$ cat config.mk
export PLATFORM = sky130hd
export DESIGN_NAME = geo_data_regfile
export DESIGN_NICKNAME = d
export VERILOG_FILES = /design/src/rtl/geo_regfile_pkg.sv /design/src/rtl/geo_wr_shaper.sv /design/src/rtl/geo_reg_array.sv /design/src/rtl/geo_rd_port.sv /design/src/rtl/geo_data_regfile.sv
export SDC_FILE = /design/constraint.sdc
export NUM_CORES = 2
export LEC_CHECK = 0
export ABC_AREA = 1
export BUFFER_PORTS_ARGS = -buffer_cell sky130_fd_sc_hd__buf_4
export CAP_MARGIN = 10
export CELL_PAD_IN_SITES_DETAIL_PLACEMENT = 0
export CELL_PAD_IN_SITES_GLOBAL_PLACEMENT = 2
export CORE_ASPECT_RATIO = 1.2
export CORE_MARGIN = 3
export CORE_UTILIZATION = 32
export DETAILED_ROUTE_END_ITERATION = 10
export PLACE_DENSITY_LB_ADDON = 0.12
export SLEW_MARGIN = 15
export SYNTH_ARGS = -nofsm -noshare
export SYNTH_HDL_FRONTEND = slang
export SYNTH_SLANG_ARGS = --single-unit
$ cat constraint.sdc
create_clock -name clk -period 2.2 [get_ports clk]
set_input_delay 0.11 -clock clk [delete_from_list [all_inputs] [get_ports clk]]
set_output_delay 0.11 -clock clk [all_outputs]
set_load 0.01 [all_outputs]
$ cat src/rtl/geo_regfile_pkg.sv
package geo_regfile_pkg;

  localparam int GR_ENTRIES = 32;
  localparam int GR_DATA_W  = 32;
  localparam int GR_HALF_W  = 16;
  localparam int GR_IDX_W   = $clog2(GR_ENTRIES);

  // How a write at a given index is stored
  typedef enum logic [1:0] {
    WK_FULL   = 2'd0,
    WK_SIGN16 = 2'd1,
    WK_ZERO16 = 2'd2,
    WK_DIVERT = 2'd3
  } wr_kind_e;

  localparam logic [GR_IDX_W-1:0] RD_DIVERT_IDX = GR_IDX_W'(29);

  function automatic wr_kind_e classify_wr(input logic [GR_IDX_W-1:0] idx);
    wr_kind_e k;
    case (idx)
      GR_IDX_W'(8), GR_IDX_W'(9), GR_IDX_W'(10), GR_IDX_W'(11):
        k = WK_SIGN16;
      GR_IDX_W'(16), GR_IDX_W'(17), GR_IDX_W'(18), GR_IDX_W'(19):
        k = WK_ZERO16;
      GR_IDX_W'(15), GR_IDX_W'(28), GR_IDX_W'(30):
        k = WK_DIVERT;
      default:
        k = WK_FULL;
    endcase
    return k;
  endfunction

  function automatic logic [GR_DATA_W-1:0] shape_word(input wr_kind_e k,
                                                      input logic [GR_DATA_W-1:0] d);
    logic [GR_DATA_W-1:0] r;
    case (k)
      WK_SIGN16: r = {{(GR_DATA_W-GR_HALF_W){d[GR_HALF_W-1]}}, d[GR_HALF_W-1:0]};
      WK_ZERO16: r = {{(GR_DATA_W-GR_HALF_W){1'b0}}, d[GR_HALF_W-1:0]};
      default:   r = d;
    endcase
    return r;
  endfunction

  function automatic logic is_rd_divert(input logic [GR_IDX_W-1:0] idx);
    return idx == RD_DIVERT_IDX;
  endfunction

endpackage

$ cat src/rtl/geo_wr_shaper.sv
module geo_wr_shaper
  import geo_regfile_pkg::*;
#(
  parameter int DATA_W = GR_DATA_W,
  parameter int IDX_W  = GR_IDX_W
) (
  input  logic              wr_en,
  input  logic [IDX_W-1:0]  wr_idx,
  input  logic [DATA_W-1:0] wr_data,
  output logic              commit_en,
  output logic [IDX_W-1:0]  commit_idx,
  output logic [DATA_W-1:0] commit_data,
  output logic              divert_en,
  output logic [IDX_W-1:0]  divert_idx,
  output logic [DATA_W-1:0] divert_data
);

  wr_kind_e kind;

  always_comb begin
    kind        = classify_wr(wr_idx);
    commit_en   = wr_en && (kind != WK_DIVERT);
    commit_idx  = wr_idx;
    commit_data = shape_word(kind, wr_data);
    divert_en   = wr_en && (kind == WK_DIVERT);
    divert_idx  = divert_en ? wr_idx  : '0;
    divert_data = divert_en ? wr_data : '0;
  end

endmodule

$ cat src/rtl/geo_reg_array.sv
module geo_reg_array
  import geo_regfile_pkg::*;
#(
  parameter int ENTRIES = GR_ENTRIES,
  parameter int DATA_W  = GR_DATA_W,
  parameter int HALF_W  = GR_HALF_W,
  localparam int IDX_W  = $clog2(ENTRIES)
) (
  input  logic              clk,
  input  logic              rst,
  input  logic              commit_en,
  input  logic [IDX_W-1:0]  commit_idx,
  input  logic [DATA_W-1:0] commit_data,
  input  logic [IDX_W-1:0]  rd_idx,
  output logic [DATA_W-1:0] rd_word
);

  logic [DATA_W-1:0] ent_q [ENTRIES];

  for (genvar g = 0; g < ENTRIES; g++) begin : g_ent
    logic [DATA_W-1:0] word_q;
    logic              hit;
    assign hit = commit_en && (commit_idx == IDX_W'(g));
    always_ff @(posedge clk) begin
      if (rst)      word_q <= '0;
      else if (hit) word_q <= commit_data;
    end
    assign ent_q[g] = word_q;
  end

  assign rd_word = ent_q[rd_idx];


  reset_clear_chk: assert property (@(posedge clk) disable iff (rst)
    $past(rst) |-> (rd_word == '0));


  sign_ext_chk: assert property (@(posedge clk) disable iff (rst)
    (commit_en && classify_wr(commit_idx) == WK_SIGN16) |=>
      (ent_q[$past(commit_idx)][DATA_W-1:HALF_W] ==
       {(DATA_W-HALF_W){ent_q[$past(commit_idx)][HALF_W-1]}}));


  zero_ext_chk: assert property (@(posedge clk) disable iff (rst)
    (commit_en && classify_wr(commit_idx) == WK_ZERO16) |=>
      (ent_q[$past(commit_idx)][DATA_W-1:HALF_W] == '0));


  no_divert_store_chk: assert property (@(posedge clk) disable iff (rst)
    commit_en |-> (classify_wr(commit_idx) != WK_DIVERT));


  idle_stable_chk: assert property (@(posedge clk) disable iff (rst)
    (!commit_en && !$past(rst)) |=> (ent_q[$past(rd_idx)] == $past(rd_word)));

endmodule

$ cat src/rtl/geo_rd_port.sv
module geo_rd_port
  import geo_regfile_pkg::*;
#(
  parameter int DATA_W = GR_DATA_W,
  parameter int IDX_W  = GR_IDX_W
) (
  input  logic [IDX_W-1:0]  rd_idx,
  input  logic [DATA_W-1:0] stored_word,
  input  logic [DATA_W-1:0] ext_word,
  output logic [DATA_W-1:0] rd_data,
  output logic              rd_special
);

  always_comb begin
    rd_special = is_rd_divert(rd_idx);
    rd_data    = rd_special ? ext_word : stored_word;
  end

endmodule

$ cat src/rtl/geo_data_regfile.sv
module geo_data_regfile
  import geo_regfile_pkg::*;
#(
  parameter int ENTRIES = GR_ENTRIES,
  parameter int DATA_W  = GR_DATA_W,
  parameter int HALF_W  = GR_HALF_W,
  localparam int IDX_W  = $clog2(ENTRIES)
) (
  input  logic              clk,
  input  logic              rst,
  input  logic              wr_en,
  input  logic [IDX_W-1:0]  wr_idx,
  input  logic [DATA_W-1:0] wr_data,
  input  logic [IDX_W-1:0]  rd_idx,
  input  logic [DATA_W-1:0] rd_ext_data,
  output logic [DATA_W-1:0] rd_data,
  output logic              rd_special,
  output logic              wr_special,
  output logic [IDX_W-1:0]  wr_special_idx,
  output logic [DATA_W-1:0] wr_special_data
);

  logic              commit_en;
  logic [IDX_W-1:0]  commit_idx;
  logic [DATA_W-1:0] commit_data;
  logic [DATA_W-1:0] stored_word;

  geo_wr_shaper #(.DATA_W(DATA_W), .IDX_W(IDX_W)) u_shaper (
    .wr_en       (wr_en),
    .wr_idx      (wr_idx),
    .wr_data     (wr_data),
    .commit_en   (commit_en),
    .commit_idx  (commit_idx),
    .commit_data (commit_data),
    .divert_en   (wr_special),
    .divert_idx  (wr_special_idx),
    .divert_data (wr_special_data)
  );

  geo_reg_array #(.ENTRIES(ENTRIES), .DATA_W(DATA_W), .HALF_W(HALF_W)) u_array (
    .clk         (clk),
    .rst         (rst),
    .commit_en   (commit_en),
    .commit_idx  (commit_idx),
    .commit_data (commit_data),
    .rd_idx      (rd_idx),
    .rd_word     (stored_word)
  );

  geo_rd_port #(.DATA_W(DATA_W), .IDX_W(IDX_W)) u_rdport (
    .rd_idx      (rd_idx),
    .stored_word (stored_word),
    .ext_word    (rd_ext_data),
    .rd_data     (rd_data),
    .rd_special  (rd_special)
  );


  divert_fwd_chk: assert property (@(posedge clk) disable iff (rst)
    wr_special |-> (wr_en && !commit_en && wr_special_idx == wr_idx &&
                    wr_special_data == wr_data));


  divert_idle_chk: assert property (@(posedge clk) disable iff (rst)
    !wr_special |-> (wr_special_idx == '0 && wr_special_data == '0));


  rd_special_chk: assert property (@(posedge clk) disable iff (rst)
    rd_special |-> (rd_data == rd_ext_data && rd_idx == RD_DIVERT_IDX));


  full_store_chk: assert property (@(posedge clk) disable iff (rst)
    (commit_en && classify_wr(commit_idx) == WK_FULL) |-> (commit_data == wr_data));

endmodule

==> results.json <==
{
  "ant_nets": 0,
  "synthCells": 6636,
  "ys_seq_area_frac": 0.4477,
  "intPower_mw": 32.81,
  "setup_viol": 0,
  "slowest_stage": "dfxtp_1",
  "dp.cells": 8335,
  "post-cts-setup-buffers": 0,
  "synth_top_area_share": 0.4477,
  "crit_chain": "nand2_1 > nand3_1 > nand3_1 > nand2_1 > nand2_1 > nand3_2 > nand3_2 > nand2_1 > buf_4",
  "hpwlAfterDp_mm": 116.3,
  "crit_fanout": 2,
  "ys_ff_latch": 1024,
  "cp.required_ns": 2.09,
  "finalWeightedCongestion": 0.8100,
  "hp-class": "in2reg",
  "leakage_nw": 20.55,
  "grt_max_degree": 83,
  "pin_count": 148,
  "end_kind": "primary output",
  "cts_root_buf": "clkbuf_16",
  "area_delta_synth_final_pct": 22.66,
  "grt_busiest_layer": "met2",
  "vdd_drop_max_uv": 637.6,
  "drc": 0,
  "synth_edf_count": 0,
  "grt_pass1_vias": 41690,
  "htreeDepth": 3,
  "met1_usage": 0.3437,
  "synth_warnings": 0,
  "cp-start-kind": "register",
  "portBuffers": 147,
  "wl_mm": 184.4,
  "synth.most_common_cell": "nand2_1",
  "ctsLongestPathBuffers": 3,
  "fill_cells": 15030,
  "max_freq_mhz": 474.4,
  "max_stage_delay_ns": 0.31,
  "syn_area_um2": 45790,
  "viasPerCell": 5.142,
  "seq_area_um2": 20520,
  "num_rows": 151,
  "largestRegisters": "u_array.g_ent.word_q x1024",
  "start_util": 0.3231,
  "grt_use_total": 0.2460,
  "use_met3": 0.02658,
  "pwr-share-comb": 0.110,
  "p_per_area_nw_per_um2": 795.2,
  "relSlewSlack": 0.6046,
  "layout.nets": 6719,
  "routedWlPerCell_um": 21.49,
  "critPathKind": "reg2out",
  "dieWidth_um": 351.3,
  "yosys-top-cells-count": "2,221 x nand2_1, 1,024 x dfxtp_1, 864 x nand3_1",
  "syn_avg_cell_area_um2": 6.900,
  "synth_ff_type": "dfxtp_1",
  "power.share.switching": 0.2653,
  "top_register": "u_array.g_ent.word_q",
  "numCtsBuffers": 116,
  "drive_gt1_frac": 0.1370,
  "outcome": "completed",
  "yosys.area.top_type": "dfxtp_1",
  "synth_area_leaders": "dfxtp_1 45%, nand2_1 18%, nand3_1 9.4%, a211oi_1 8.4%, nor2_1 6.0%",
  "cts_tree": "done",
  "final_cells": 8581,
  "finalHoldViolCount": 0,
  "drtIter0Drc": 3453,
  "clk_pin_slew_ns": 0.07,
  "post-route-period-util": 0.9582,
  "min_period_ns": 2.108,
  "finalInstanceArea_um2": 56160,
  "cpMostUsedCell": "nand2_1",
  "grt_pass1_wl_mm": 277.0,
  "grt-ovfl-total": 0,
  "grt_antenna_before_repair": 4,
  "syn_nets": 6715,
  "die-area_um2": 147700,
  "pwr-share-clk": 0.469,
  "drv_cap": 0,
  "core_um2": 141700,
  "fin_worst_skew_ns": 0,
  "multi_input_area_um2": 23030,
  "worst_slew_pin_slew_ns": 0.5925,
  "rsz0062_at_grt": "yes",
  "p_switching_mw": 11.85,
  "final-max-slew-violation-count": 0,
  "largest_register_ffs": 1024,
  "worst_skew_pair.late_latency_ns": 0.72,
  "use_met2": 0.4027,
  "worstPathArrival_ns": 2.00,
  "pwr-share-seq": 0.421,
  "die_h_um": 420.4,
  "routed-via-count": 44120,
  "cts_sinks": 1024,
  "synth_cell_type_count": 23,
  "place_area_um2": 51090,
  "async_reset_ff_frac": 0,
  "drtPass1Iterations": 6
}
[path summary, 6_finish.rpt]
check	from	slack, ns	to	cells after the start
hold reg to reg	u_array.g_ent[26].word_q[19]	0.46	u_array.g_ent[26].word_q[19]	2
setup reg to reg	u_array.g_ent[24].word_q[6]	1.52	u_array.g_ent[24].word_q[6]	2
hold / removal	wr_data[15]	0.05	u_array.g_ent[18].word_q[15]	4
setup / recovery	u_array.g_ent[22].word_q[21]	0.09	rd_data[21]	9
[power by group through the flow]
stage                     Clock [mW]  Sequential [mW]  Combinational (mW)
after detailed placement           0             19.2                4.80
after floorplan                    0             19.2                2.23
final                           20.9             18.8                4.92
after global routing            22.2             18.8                5.27
after CTS                       21.5             18.8                4.92
after global placement             0             19.2                4.81
[through the flow]
stage / hold WS [ns] / total power, mW / util / setup WS, ns / setup TNS [ns]
finish: 0.05383 / 44.66 / 0.3963 / 0.09203 / 0
global route: 0.06431 / 46.27 / 0.3963 / -0.02245 / -0.06073
CTS: 0.01203 / 45.19 / 0.3939 / -0.04012 / -0.1096
detailed placement: 0.4551 / 24.02 / 0.3606 / -0.2163 / -74.80
global placement: 0.4504 / 24.03 / 0.3606 / -0.2277 / -122.22
floorplan: 0.3076 / 21.43 / - / 0.06434 / 0
[layout make-up]
cell class | instances | area share
inverters | 87 | 0.006193
flip-flops and latches | 1024 | 0.3654
repair buffers | 521 | 0.1040
clock inverters | 45 | 0.009981
diodes | 2 | 0.00008911
clock buffers | 176 | 0.06343
multi-input cells | 4890 | 0.4100
well taps | 1836 | 0.04090
[worst max-delay path, delay by kind of cell (launching register included)]
kind | cells | cell delay [ns]
AND/OR/NAND/NOR | 8 | 0.81
flip-flops | 1 | 0.31
buffers and inverters | 1 | 0.14
[cells by family after synthesis]
kind of cell,Yosys count,share of synthesized area
AOI/OAI and AO/OA,964,0.1334
adders and majority gates,2,0.0005465
buffers and inverters,722,0.06772
DFF,1024,0.4477
and+or+nand+nor,3924,0.3506
[layer usage]
metal	part of all wire	routed length, um	up-vias
li1	-	-	22010
met1	0.47	86980	21030
met2	0.47	85940	881
met3	0.040	7455	206
met4	0.022	3993	0
met5	0	0	-
[cell usage in the layout, fill, tap and decap left out, types with 17 or more instances in the layout]
cell           synthesis  layout
inv_1                 50      44
a21oi_1              434     434
a211oi_1             512     512
nand3_1              864     774
dfxtp_1             1024    1007
clkbuf_8               0      37
buf_4                 54     343
inv_2                 37      39
buf_12                 0     146
nor2_1               726     726
nand3_2                0      69
nand2_1             2221    2194
nand3_4                0      21
dfxtp_2                0      17
clkinv_2               0      28
nand2_2               13      40
clkbuf_1             402      20
clkbuf_16              0     119
nor3_1                80      80
dlygate4sd3_1          0      23
[timing repair]
action / CTS / global route
pin swaps: 5 / 24
resized for setup: 75 / 83
endpoints found under the setup margin: 27 / 29
hold endpoints to repair: 437 / 0
hold buffers: 23 / 0
No activity file was read; power rests on OpenSTA's default activity.
